==> config.mk <==
export PLATFORM = sky130hd
export DESIGN_NAME = gpio_pinmux
export DESIGN_NICKNAME = d
export VERILOG_FILES = /design/src/rtl/gpio_pinmux_pkg.sv /design/src/rtl/gpio_pinmux_regs.sv /design/src/rtl/gpio_pinmux_sel.sv /design/src/rtl/gpio_pinmux.sv
export SDC_FILE = /design/constraint.sdc
export NUM_CORES = 1
export LEC_CHECK = 0
export BUFFER_PORTS_ARGS = -buffer_cell sky130_fd_sc_hd__buf_4
export CAP_MARGIN = 20
export CORE_MARGIN = 8
export CORE_UTILIZATION = 51
export CTS_CLUSTER_SIZE = 24
export DETAILED_ROUTE_END_ITERATION = 6
export GPL_ROUTABILITY_DRIVEN = 0
export PLACE_DENSITY_LB_ADDON = 0.3
export SLEW_MARGIN = 20
export SYNTH_ARGS = -nofsm -noshare
export SYNTH_HDL_FRONTEND = slang
export SYNTH_SLANG_ARGS = --single-unit
==> constraint.sdc <==
create_clock -name clk -period 1.6 [get_ports clk]
set_input_delay 0.08 -clock clk [delete_from_list [all_inputs] [get_ports clk]]
set_output_delay 0.08 -clock clk [all_outputs]
set_load 0.05 [all_outputs]
==> src/rtl/gpio_pinmux_pkg.sv <==
package gpio_pinmux_pkg;

  typedef enum logic [2:0] {
    OWN_GPIO = 3'd0,
    OWN_LED  = 3'd1,
    OWN_ALT  = 3'd2,
    OWN_WIFI = 3'd3,
    OWN_NAND = 3'd4
  } pad_owner_t;

  // byte offsets of the lower-bank words; upper-bank words sit one word below
  localparam logic [7:0] OFS_DIR  = 8'h04;
  localparam logic [7:0] OFS_DATA = 8'h0C;
  localparam logic [7:0] OFS_LED  = 8'h10;
  localparam logic [7:0] OFS_MODE = 8'h18;
  localparam logic [7:0] OFS_CTRL = 8'h1C;
  localparam logic [7:0] OFS_BASE = 8'h38;

endpackage

==> src/rtl/gpio_pinmux_regs.sv <==
module gpio_pinmux_regs
  import gpio_pinmux_pkg::*;
#(
  parameter int NUM_PADS = 48,
  parameter int BANK_W   = 32,
  parameter int LED_PADS = 24,
  parameter int ADDR_W   = 8,
  parameter int NAND_BIT = 2
) (
  input  logic                  clk,
  input  logic                  rst,
  input  logic                  bus_wr,
  input  logic [ADDR_W-1:0]     bus_addr,
  input  logic [BANK_W-1:0]     bus_wdata,
  output logic [BANK_W-1:0]     bus_rdata,
  input  logic [NUM_PADS-1:0]   pad_in,
  output logic [NUM_PADS-1:0]   dir_q,
  output logic [NUM_PADS-1:0]   dout_q,
  output logic [LED_PADS-1:0]   led_q,
  output logic [BANK_W-1:0]     mode_q,
  output logic [NUM_PADS-BANK_W-1:0] ctrl_q,
  output logic                  nand_on
);

  localparam int HI_W       = NUM_PADS - BANK_W;
  localparam int BANK_BYTES = BANK_W / 8;

  localparam logic [ADDR_W-1:0] A_DIR_LO  = ADDR_W'(OFS_DIR);
  localparam logic [ADDR_W-1:0] A_DIR_HI  = ADDR_W'(OFS_DIR) - ADDR_W'(BANK_BYTES);
  localparam logic [ADDR_W-1:0] A_DATA_LO = ADDR_W'(OFS_DATA);
  localparam logic [ADDR_W-1:0] A_DATA_HI = ADDR_W'(OFS_DATA) - ADDR_W'(BANK_BYTES);
  localparam logic [ADDR_W-1:0] A_LED     = ADDR_W'(OFS_LED);
  localparam logic [ADDR_W-1:0] A_MODE    = ADDR_W'(OFS_MODE);
  localparam logic [ADDR_W-1:0] A_CTRL    = ADDR_W'(OFS_CTRL);
  localparam logic [ADDR_W-1:0] A_BASE    = ADDR_W'(OFS_BASE);

  logic [BANK_W-1:0] base_q;
  logic [BANK_W-1:0] rd_next;
  logic              hit_any;

  assign nand_on = base_q[NAND_BIT];

  always_ff @(posedge clk) begin
    if (rst) begin
      dir_q  <= '0;
      dout_q <= '0;
      led_q  <= '0;
      mode_q <= '0;
      ctrl_q <= '0;
      base_q <= '0;
    end else if (bus_wr) begin
      case (bus_addr)
        A_DIR_LO:  dir_q[BANK_W-1:0]         <= bus_wdata;
        A_DIR_HI:  dir_q[NUM_PADS-1:BANK_W]  <= bus_wdata[HI_W-1:0];
        A_DATA_LO: dout_q[BANK_W-1:0]        <= bus_wdata;
        A_DATA_HI: dout_q[NUM_PADS-1:BANK_W] <= bus_wdata[HI_W-1:0];
        A_LED:     led_q  <= bus_wdata[LED_PADS-1:0];
        A_MODE:    mode_q <= bus_wdata;
        A_CTRL:    ctrl_q <= bus_wdata[HI_W-1:0];
        A_BASE:    base_q <= bus_wdata;
        default:   ;
      endcase
    end
  end

  always_comb begin
    rd_next = '0;
    hit_any = 1'b1;
    case (bus_addr)
      A_DIR_LO:  rd_next = dir_q[BANK_W-1:0];
      A_DIR_HI:  rd_next = BANK_W'(dir_q[NUM_PADS-1:BANK_W]);
      A_DATA_LO: rd_next = pad_in[BANK_W-1:0];
      A_DATA_HI: rd_next = BANK_W'(pad_in[NUM_PADS-1:BANK_W]);
      A_LED:     rd_next = BANK_W'(led_q);
      A_MODE:    rd_next = mode_q;
      A_CTRL:    rd_next = BANK_W'(ctrl_q);
      A_BASE:    rd_next = base_q;
      default:   hit_any = 1'b0;
    endcase
  end

  always_ff @(posedge clk) begin
    if (rst) bus_rdata <= '0;
    else     bus_rdata <= rd_next;
  end

  AST_UNMAPPED_ZERO: assert property (@(posedge clk) disable iff (rst)
    (!$past(rst) && !$past(hit_any)) |-> (bus_rdata == '0));

  AST_DIR_HI_LANDS: assert property (@(posedge clk) disable iff (rst)
    (!$past(rst) && $past(bus_wr) && $past(bus_addr) == A_DIR_HI)
    |-> (dir_q[NUM_PADS-1:BANK_W] == $past(bus_wdata[HI_W-1:0])));

endmodule

==> src/rtl/gpio_pinmux_sel.sv <==
module gpio_pinmux_sel
  import gpio_pinmux_pkg::*;
#(
  parameter int NUM_PADS = 48,
  parameter int BANK_W   = 32,
  parameter int LED_PADS = 24,
  parameter logic [NUM_PADS-1:0] NAND_MASK = 48'h0000_08FF_F100
) (
  input  logic [NUM_PADS-1:0]        dir_q,
  input  logic [NUM_PADS-1:0]        dout_q,
  input  logic [LED_PADS-1:0]        led_q,
  input  logic [BANK_W-1:0]          mode_q,
  input  logic [NUM_PADS-BANK_W-1:0] ctrl_q,
  input  logic                       nand_on,
  input  logic [LED_PADS-1:0]        led_drv,
  input  logic [BANK_W-1:0]          alt_oe,
  input  logic [BANK_W-1:0]          alt_out,
  input  logic [NUM_PADS-BANK_W-1:0] wifi_oe,
  input  logic [NUM_PADS-BANK_W-1:0] wifi_out,
  input  logic [NUM_PADS-1:0]        nand_oe,
  input  logic [NUM_PADS-1:0]        nand_out,
  output pad_owner_t                 owner [NUM_PADS],
  output logic [NUM_PADS-1:0]        nxt_oe,
  output logic [NUM_PADS-1:0]        nxt_out
);

  for (genvar p = 0; p < NUM_PADS; p++) begin : g_pad
    logic sel_led, sel_alt, sel_wifi;
    logic f_led_o, f_alt_oe, f_alt_o, f_wifi_oe, f_wifi_o;
    pad_owner_t own;

    if (p < BANK_W) begin : g_lo
      assign sel_alt   = mode_q[p];
      assign f_alt_oe  = alt_oe[p];
      assign f_alt_o   = alt_out[p];
      assign sel_wifi  = 1'b0;
      assign f_wifi_oe = 1'b0;
      assign f_wifi_o  = 1'b0;
      if (p < LED_PADS) begin : g_led
        assign sel_led = led_q[p];
        assign f_led_o = led_drv[p];
      end else begin : g_noled
        assign sel_led = 1'b0;
        assign f_led_o = 1'b0;
      end
    end else begin : g_hi
      assign sel_led   = 1'b0;
      assign f_led_o   = 1'b0;
      assign sel_alt   = 1'b0;
      assign f_alt_oe  = 1'b0;
      assign f_alt_o   = 1'b0;
      assign sel_wifi  = ~ctrl_q[p-BANK_W];   // inverted: 0 = wireless
      assign f_wifi_oe = wifi_oe[p-BANK_W];
      assign f_wifi_o  = wifi_out[p-BANK_W];
    end

    always_comb begin
      if (nand_on && NAND_MASK[p]) own = OWN_NAND;
      else if (sel_led)            own = OWN_LED;
      else if (sel_alt)            own = OWN_ALT;
      else if (sel_wifi)           own = OWN_WIFI;
      else                         own = OWN_GPIO;
    end

    always_comb begin
      case (own)
        OWN_NAND: begin nxt_oe[p] = nand_oe[p]; nxt_out[p] = nand_out[p]; end
        OWN_LED:  begin nxt_oe[p] = 1'b1;       nxt_out[p] = f_led_o;     end
        OWN_ALT:  begin nxt_oe[p] = f_alt_oe;   nxt_out[p] = f_alt_o;     end
        OWN_WIFI: begin nxt_oe[p] = f_wifi_oe;  nxt_out[p] = f_wifi_o;    end
        default:  begin nxt_oe[p] = dir_q[p];   nxt_out[p] = dout_q[p];   end
      endcase
    end

    assign owner[p] = own;
  end

endmodule

==> src/rtl/gpio_pinmux.sv <==
module gpio_pinmux
  import gpio_pinmux_pkg::*;
#(
  parameter int NUM_PADS = 48,
  parameter int BANK_W   = 32,
  parameter int LED_PADS = 24,
  parameter int ADDR_W   = 8,
  parameter int NAND_BIT = 2,
  parameter logic [NUM_PADS-1:0] NAND_MASK = 48'h0000_08FF_F100
) (
  input  logic                       clk,
  input  logic                       rst,
  input  logic                       bus_wr,
  input  logic [ADDR_W-1:0]          bus_addr,
  input  logic [BANK_W-1:0]          bus_wdata,
  output logic [BANK_W-1:0]          bus_rdata,
  input  logic [NUM_PADS-1:0]        pad_in,
  output logic [NUM_PADS-1:0]        pad_oe,
  output logic [NUM_PADS-1:0]        pad_out,
  input  logic [LED_PADS-1:0]        led_drv,
  input  logic [BANK_W-1:0]          alt_oe,
  input  logic [BANK_W-1:0]          alt_out,
  input  logic [NUM_PADS-BANK_W-1:0] wifi_oe,
  input  logic [NUM_PADS-BANK_W-1:0] wifi_out,
  input  logic [NUM_PADS-1:0]        nand_oe,
  input  logic [NUM_PADS-1:0]        nand_out
);

  localparam int HI_W = NUM_PADS - BANK_W;

  logic [NUM_PADS-1:0] dir_q, dout_q, nxt_oe, nxt_out;
  logic [LED_PADS-1:0] led_q;
  logic [BANK_W-1:0]   mode_q;
  logic [HI_W-1:0]     ctrl_q;
  logic                nand_on;
  pad_owner_t          owner [NUM_PADS];

  gpio_pinmux_regs #(
    .NUM_PADS(NUM_PADS), .BANK_W(BANK_W), .LED_PADS(LED_PADS),
    .ADDR_W(ADDR_W), .NAND_BIT(NAND_BIT)
  ) u_regs (
    .clk(clk), .rst(rst), .bus_wr(bus_wr), .bus_addr(bus_addr),
    .bus_wdata(bus_wdata), .bus_rdata(bus_rdata), .pad_in(pad_in),
    .dir_q(dir_q), .dout_q(dout_q), .led_q(led_q), .mode_q(mode_q),
    .ctrl_q(ctrl_q), .nand_on(nand_on)
  );

  gpio_pinmux_sel #(
    .NUM_PADS(NUM_PADS), .BANK_W(BANK_W), .LED_PADS(LED_PADS),
    .NAND_MASK(NAND_MASK)
  ) u_sel (
    .dir_q(dir_q), .dout_q(dout_q), .led_q(led_q), .mode_q(mode_q),
    .ctrl_q(ctrl_q), .nand_on(nand_on), .led_drv(led_drv),
    .alt_oe(alt_oe), .alt_out(alt_out), .wifi_oe(wifi_oe),
    .wifi_out(wifi_out), .nand_oe(nand_oe), .nand_out(nand_out),
    .owner(owner), .nxt_oe(nxt_oe), .nxt_out(nxt_out)
  );

  always_ff @(posedge clk) begin
    if (rst) begin
      pad_oe  <= '0;
      pad_out <= '0;
    end else begin
      pad_oe  <= nxt_oe;
      pad_out <= nxt_out;
    end
  end

  AST_RESET_QUIET: assert property (@(posedge clk)
    rst |=> (pad_oe[BANK_W-1:0] == '0));

  for (genvar p = 0; p < NUM_PADS; p++) begin : g_chk
    AST_NAND_SEIZE: assert property (@(posedge clk) disable iff (rst)
      (!$past(rst) && $past(owner[p] == OWN_NAND))
      |-> (pad_oe[p] == $past(nand_oe[p]) && pad_out[p] == $past(nand_out[p])));

    AST_GPIO_DRIVE: assert property (@(posedge clk) disable iff (rst)
      (!$past(rst) && $past(owner[p] == OWN_GPIO))
      |-> (pad_oe[p] == $past(dir_q[p]) && pad_out[p] == $past(dout_q[p])));

    if (p >= BANK_W) begin : g_hi
      AST_WIFI_POLARITY: assert property (@(posedge clk) disable iff (rst)
        (!$past(rst) && $past(owner[p] != OWN_NAND) && !$past(ctrl_q[p-BANK_W]))
        |-> (pad_oe[p] == $past(wifi_oe[p-BANK_W])));
    end
  end

endmodule

# Yosys cells after proc, flatten, opt, wreduce, memory -nomap -nowiden
# Cells that the tools add are included.
# classes
n_addsub,0
multipliers,0
div,0
n_lt_le_gt_ge,0
eq_ne,199
shifts,0
n_mux,183
bitwise_logic,0
reduce_logical,33
# op_table
operator,count
1-bit one-hot mux with 4 select lines,72
32-bit one-hot mux with 8 select lines,1
"3-bit by 2-bit equality test with 1-bit output, second input constant",50
2-bit two-way mux,58
"2-bit equality test, second input constant",46
3-bit two-way mux,28
"3-bit by 1-bit equality test with 1-bit output, second input constant",25
"3-bit equality test, second input constant",25
1-bit one-hot mux with 3 select lines,24
"2-bit by 3-bit equality test with 1-bit output, second input constant",23
2-bit OR reduction,24
"2-bit by 1-bit equality test with 1-bit output, second input constant",23
"8-bit by 5-bit equality test with 1-bit output, second input constant",3
"8-bit by 4-bit equality test with 1-bit output, second input constant",2
2-bit AND reduction,8
"8-bit by 3-bit equality test with 1-bit output, second input constant",1
"8-bit by 6-bit equality test with 1-bit output, second input constant",1
8-bit logical NOT,1
# totals
reg_bits,328
latch_bits,0
mem_bits_rw,0
rom_bits,0
input_bits,307
output_inout_bits,128
word_cells,426
memories,0

# Longest topological paths before layout
# Gate-level depths: netlist of run 1.
# depth
word_depth,5
mapped_depth,8
mapped_depth_nobuf,4

# Modules after synthesis
# Synthesis of run 1 repeated with hierarchy kept, for this count alone.
# hier_totals
hier_cells,1635
hier_area_um2,15035.7
# by_module_without_submodules
module,n_inst,cells_per_inst,area_each_um2,seq_area_each_um2
gpio_pinmux_regs,1,1069,9615.5,4644.5
gpio_pinmux_sel,1,364,2820.2,0.0
gpio_pinmux,1,202,2600.0,1921.8

# Worst setup path after synthesis of run 1
# No wires, ideal clock.
# synth_path
path_kind,input to register
from,in bus_addr[2]
to,reg u_regs.dout_q[37]
setup_time_ns,0.128
t_arrival_ns,1.296
required_ns,1.472
setup_slack_ns,0.177
stages,6
path_buffers,2
path_cell_list,buf_2 nor4b_4 nand3_2 buf_4 mux2i_1 nor2_1
# synth_between
elab_chain_len,2
# synth_lines
item,line,rtl
start: declaration,gpio_pinmux.sv:14,"input logic [ADDR_W-1:0] bus_addr,"
8-bit by 4-bit equality test with 1-bit output,-,
2-bit AND reduction (no source line),-,
end signal: indexed assignment,gpio_pinmux_regs.sv:55,A_DATA_LO: dout_q[BANK_W-1:0] <= bus_wdata;
end signal: indexed assignment,gpio_pinmux_regs.sv:56,A_DATA_HI: dout_q[NUM_PADS-1:BANK_W] <= bus_wdata[HI_W-1:0];
end: declaration,gpio_pinmux_regs.sv:18,"output logic [NUM_PADS-1:0] dout_q,"
# No other way between the ends.
# A chain may end at the register's enable or synchronous reset.

# Worst setup path after layout of run 1
# layout_path
from,reg u_regs.mode_q[2]
to,reg pad_out[2]
# layout_between
elab_chain_len,4
word_cells_on_any_way,7
cone_classes,eq/ne (4); mux (3)
# layout_lines
item,line,rtl
start: declaration,gpio_pinmux_regs.sv:20,"output logic [BANK_W-1:0] mode_q,"
start signal: assignment,gpio_pinmux_regs.sv:58,A_MODE: mode_q <= bus_wdata;
2-bit two-way mux *,gpio_pinmux_sel.sv:60,else if (sel_alt) own = OWN_ALT;
2-bit two-way mux *,gpio_pinmux_sel.sv:59,else if (sel_led) own = OWN_LED;
3-bit by 2-bit equality test with 1-bit output (tied with other cells),gpio_pinmux_sel.sv:66,case (own)
1-bit one-hot mux with 4 select lines *,gpio_pinmux_sel.sv:66,
end signal: assignment,gpio_pinmux.sv:65,pad_out <= nxt_out;
end: declaration,gpio_pinmux.sv:19,"output logic [NUM_PADS-1:0] pad_out,"
# Every way passes the cells marked *; elsewhere a longest branch is shown, timed or not.

==> results of run 1 <==
cell type report:
class | count | area [µm²] | share of cell area
clock inverter | 2 | 35.0 | 0.00179
sequential | 328 | 6580 | 0.335
timing repair buffer | 599 | 5170 | 0.264
antenna | 4 | 10.0 | 0.000510
multi-input combinational | 1029 | 6210 | 0.317
tap | 335 | 419 | 0.0214
inverter | 15 | 56.3 | 0.00287
clock buffer | 57 | 1130 | 0.0576
worst max-delay path, cell delays in order (launching register included):
cell and delay [ns]:
dfxtp_2 0.38, mux2i_1 0.22, nor2_1 0.10, a21oi_2 0.17
dlygate4sd3_1 0.59, nor2_1 0.06
where the power goes:
part,total (W),internal (W),leakage (nW),switching (W)
registers,0.00824,0.00822,2.66,0.0000209
clock network,0.00817,0.00496,0.576,0.00321
logic,0.00165,0.000878,4.85,0.000773
total,0.0181,0.0141,8.08,0.00400
cells in the mapped netlist, drive strengths merged, types with 2 or more instances:
cell and n:
nor2 176, inv 15, mux4 16, a22oi 16, dfxtp 328, nand2 325
a21oi 182, and4 3, mux2i 201, nand4 5, a221oi 13, nand3 7
nor4 2, o22a 31, o21ai 14, a211oi 11, buf 41, nor2b 13
and3 4, clkbuf 76
metrics by stage:
stage | utilization | total power [W] | TNS [ns] | area, µm² | setup slack (ns)
after floorplan | - | 0.00897 | 0 | 13300 | 0.177
after global placement | 0.642 | 0.00966 | 0 | 16600 | 0.149
after detailed placement | 0.642 | 0.00968 | 0 | 16600 | 0.106
after CTS | 0.758 | 0.0181 | 0 | 19600 | 0.0263
after global routing | 0.759 | 0.0186 | -0.0428 | 19600 | -0.0428
final | 0.759 | 0.0181 | -0.0463 | 19600 | -0.0463
kinds of logic (layout without fill, tap and decap cells):
| kind of cell | count (synthesis) | after routing | share of synthesized area |
|---|---|---|---|
| compound gates | 270 | 270 | 0.120 |
| buf+inv | 132 | 673 | 0.0425 |
| flops | 328 | 328 | 0.494 |
| mux | 217 | 217 | 0.179 |
| other cells | 0 | 4 | 0 |
| simple gates | 542 | 542 | 0.165 |
sequential cells by signal, indices dropped and copies added, names as in the netlist:
signal and cells:
pad_oe 48, pad_out 48, u_regs.dir_q 48, u_regs.dout_q 48
u_regs.base_q 32, u_regs.bus_rdata 32, u_regs.mode_q 32, u_regs.led_q 24
u_regs.ctrl_q 16
per-layer routing:
layer	vias to the layer above	routed length, µm	GRT usage
met5	-	0	0
met4	0	2720	0.167
met3	190	4540	0.0762
met2	718	24400	0.531
met1	6276	17800	0.326
li1	6093	-	-
what timing repair did:
item	CTS	global route
gates resized for setup	0	12
hold buffers	183	0
hold endpoints to repair	301	0
setup endpoints to repair	0	9
worst paths after layout:
path / endpoint / cells after the start / startpoint
max: pad_out[2] / 5 / u_regs.mode_q[2]
max reg2reg: pad_out[2] / 5 / u_regs.mode_q[2]
min reg2reg: u_regs.base_q[31] / 2 / u_regs.base_q[31]
min: u_regs.bus_rdata[24] / 4 / pad_in[24]
==> results.cfg, run 1 <==
[outcome]
outcome = finished, violations left
violations = negative setup slack

[synth]
yosysWarnings = 0
synth-seq-area-share = 0.494
syn_nets = 1796
synth_seq_cells = 328
synth_area_leaders = dfxtp_1 (49%), mux2i_1 (15%), nand2_1 (9.2%)
synth_edf_count = 0
ys_types = 35
synth_top_cell_area_share = 0.494
synth_area_per_cell_um2 = 8.92
yosys.area.top_type = dfxtp_1
synth_cells = 1489
async_flop_share = 0
yosys_most_used_dff = dfxtp_1
netlist_area_um2 = 13300

[job]
maxCapViolations = 0

[sta]
setup_ws_ns = -0.0463
clock_skew_ns = 0.0113
slew_viol_final = 0
holdWs_ns = 0.0222
setup_violations = 1
min_period_over_period = 1.03
fmax_mhz = 607
tightest_slew_ns = 0.495
fin_crit_ns = 1.65
finalHoldViolCount = 0
slew_headroom = 0.668

[drt]
drcViolationCount = 0
wire_per_inst_um = 20.9
routed_wl_mm = 49.5
first_iter_violations = 1160
routed_via_density = 5.60
drt_pass1_iterations = 5
ant_nets = 0
vias = 13300

[placed_design]
dp_hpwl_mm = 30.5
io_buffers = 366
placed_cells = 2123

[cells_and_area]
stdcell_count = 2369
final.fill_count = 1710
fin_nets = 2315
layout_commonest_cell = buf_4
mostFrequentLayoutCells = buf_4 (398), nand2_1 (325), dfxtp_1 (318)
syn_to_final_growth_pct = 47.6
layout-drive-gt1-share = 0.252

[pwr]
p_leak_nw = 8.08
power_density_nw_per_um2 = 920
ir_drop_mv = 0.787

[critical_path]
endpoint_kind = register
path_max_fanout = 5
cp_data_required_time_ns = 1.97
start_kind = register
r2r_slack_ns = -0.05
crit_type = register to register
crit_arrival_ns = 2.02

[grt]
overflow = 0
antenna_found_initial = 2
grt_pass1_wl_mm = 74.9
track_usage = 0.301
grt_max_degree = 93
grt_pass1_vias = 14000

[clock_tree]
root_buffer = clkbuf_16
clock-sinks = 328
cts_setup_buffers = 0
clk_pin_slew_ns = 0.06
clock_path_buffers = 3
cts_htree_levels = 2
cts_made_buffers = 35
clk_latency_ns = 0.51
cts_tree = done

[floorplan]
initial_utilization = 0.514
die_w_um = 177
io_pins = 435
die-area_um2 = 31500
rows = 59
die_y_um = 177
core_area_um2 = 25800

[worst_hold_path]
hold_class = primary input to register
Power figures use the tool's default switching activity.
==> inputs of run 2 (changes only) <==
Settings changed: CORE_UTILIZATION 51 to 53, CTS_BUF_LIST from default to sky130_fd_sc_hd__clkbuf_8.
==> run 2 against run 1 <==
Compared with the run above: the flow finishes with violations (negative hold slack); global-route usage rose by 2.5 points; core utilization is 3.7 points higher; total power down 6.5%; clock-buffer cell count up 8; wire length is 6.7% higher; design area up 1.1%; setup slack better by 0.075 ns; sequential cell count stayed put; largest power group unchanged; clock skew grew 0.012 ns; combinational power increased by 3%; largest cell class unchanged; critical path type unchanged; critical endpoint is now pad_out[13]; highest routed layer unchanged.
==> results.cfg, run 2 (synthesis results as in run 1) <==
[outcome]
outcome = finished, violations left
violations = negative hold slack

[grt]
overflow = 0
track_usage = 0.326
antenna_found_initial = 3
grt_pass1_wl_mm = 79.7
grt_max_degree = 138
grt_pass1_vias = 14700

[cells_and_area]
layout_commonest_cell = buf_4
fin_nets = 2354
stdcell_count = 2417
layout-drive-gt1-share = 0.262
final.fill_count = 1445
syn_to_final_growth_pct = 49.2
mostFrequentLayoutCells = buf_4 (389), nand2_1 (325), dfxtp_1 (303)

[floorplan]
rows = 58
die_y_um = 174
initial_utilization = 0.534
die_w_um = 174
io_pins = 435
die-area_um2 = 30400
core_area_um2 = 24900

[critical_path]
crit_arrival_ns = 2.01
path_max_fanout = 4
endpoint_kind = register
r2r_start = u_regs.mode_q[13]
crit_type = register to register
start_kind = register
crit_start = u_regs.mode_q[13]
cp_data_required_time_ns = 2.04

[clock_tree]
clock_path_buffers = 3
cts_htree_levels = 2
clk_pin_slew_ns = 0.06
clk_latency_ns = 0.58
cts_tree = done
clock-sinks = 328
root_buffer = clkbuf_8
cts_made_buffers = 53

[pwr]
p_total_w = 0.0169
ir_drop_mv = 0.699
p_leak_nw = 8.26
power_density_nw_per_um2 = 852

[placed_design]
io_buffers = 366
dp_hpwl_mm = 29.9
placed_cells = 2116
place_ws_ns = 0.0716

[sta]
holdWs_ns = -0.0752
setup-tns-final_ns = 0
setup_violations = 0
min_period_over_period = 0.982
slew_headroom = 0.596
finalHoldViolCount = 2
setup_ws_ns = 0.0283
fin_crit_ns = 1.57
tightest_slew_ns = 0.605
clock_skew_ns = 0.0232
slew_viol_final = 0
fmax_mhz = 636

[worst_hold_path]
hold_class = primary input to register
hp-start = led_drv[16]

[drt]
first_iter_violations = 1399
drt_pass1_iterations = 5
drcViolationCount = 0
routed_via_density = 5.73
vias = 13900
routed_wl_mm = 52.8
ant_nets = 0
wire_per_inst_um = 21.8

[job]
maxCapViolations = 0
[run 2: timing repair]
item	4_1_cts	5_1_grt
hold endpoints to repair	323	2
endpoints found under the setup margin	0	30
hold buffers	214	2
gates resized for setup	0	36
setup buffers	0	2
[run 2: per-layer routing]
layer	wire, µm	GRT usage	vias up
met5	0	0	-
met4	2690	0.183	0
met3	5370	0.0920	222
met2	26400	0.565	971
met1	18300	0.353	6472
li1	-	-	6186
[run 2: worst paths after layout]
path | endpoint | slack (ns) | cells after the start
worst max-delay path | pad_out[13] | 0.03 | 5
worst min-delay path | pad_out[16] | -0.08 | 5
worst max register to register | pad_out[13] | 0.03 | 5
worst min register to register | u_regs.base_q[6] | 0.45 | 2
[run 2: critical path: stages (launching register included)]
cell and delay, ns:
dfxtp_4 0.37, mux2i_1 0.18, o21ai_0 0.09, dlygate4sd3_1 0.58, mux2i_1 0.13, nor2_1 0.08
[run 2: final cells by class]
| cell class | instances | area [µm²] | share of cell area |
|---|---|---|---|
| flip-flops and latches | 328 | 6620 | 0.334 |
| multi-input cells | 1029 | 6200 | 0.312 |
| repair buffers | 620 | 5530 | 0.279 |
| clock buffers | 65 | 895 | 0.0451 |
| well taps | 330 | 413 | 0.0208 |
| clock inverters | 26 | 110 | 0.00555 |
| inverters | 15 | 56.3 | 0.00284 |
| diodes | 4 | 10.0 | 0.000505 |
[run 2: per-stage QoR]
step / area, µm² / util / hold slack, ns
6_report: 19800 / 0.797 / -0.0752
5_1_grt: 19800 / 0.797 / 0.0213
4_1_cts: 19800 / 0.796 / 0.00106
3_5_place_dp: 16700 / 0.670 / 0.315
3_3_place_gp: 16700 / 0.670 / 0.312
2_1_floorplan: 13300 / - / 0.216
[run 2: report_power, final]
part           switching [W]  internal (W)
logic               0.000795      0.000907
registers          0.0000231       0.00821
clock network        0.00333       0.00363
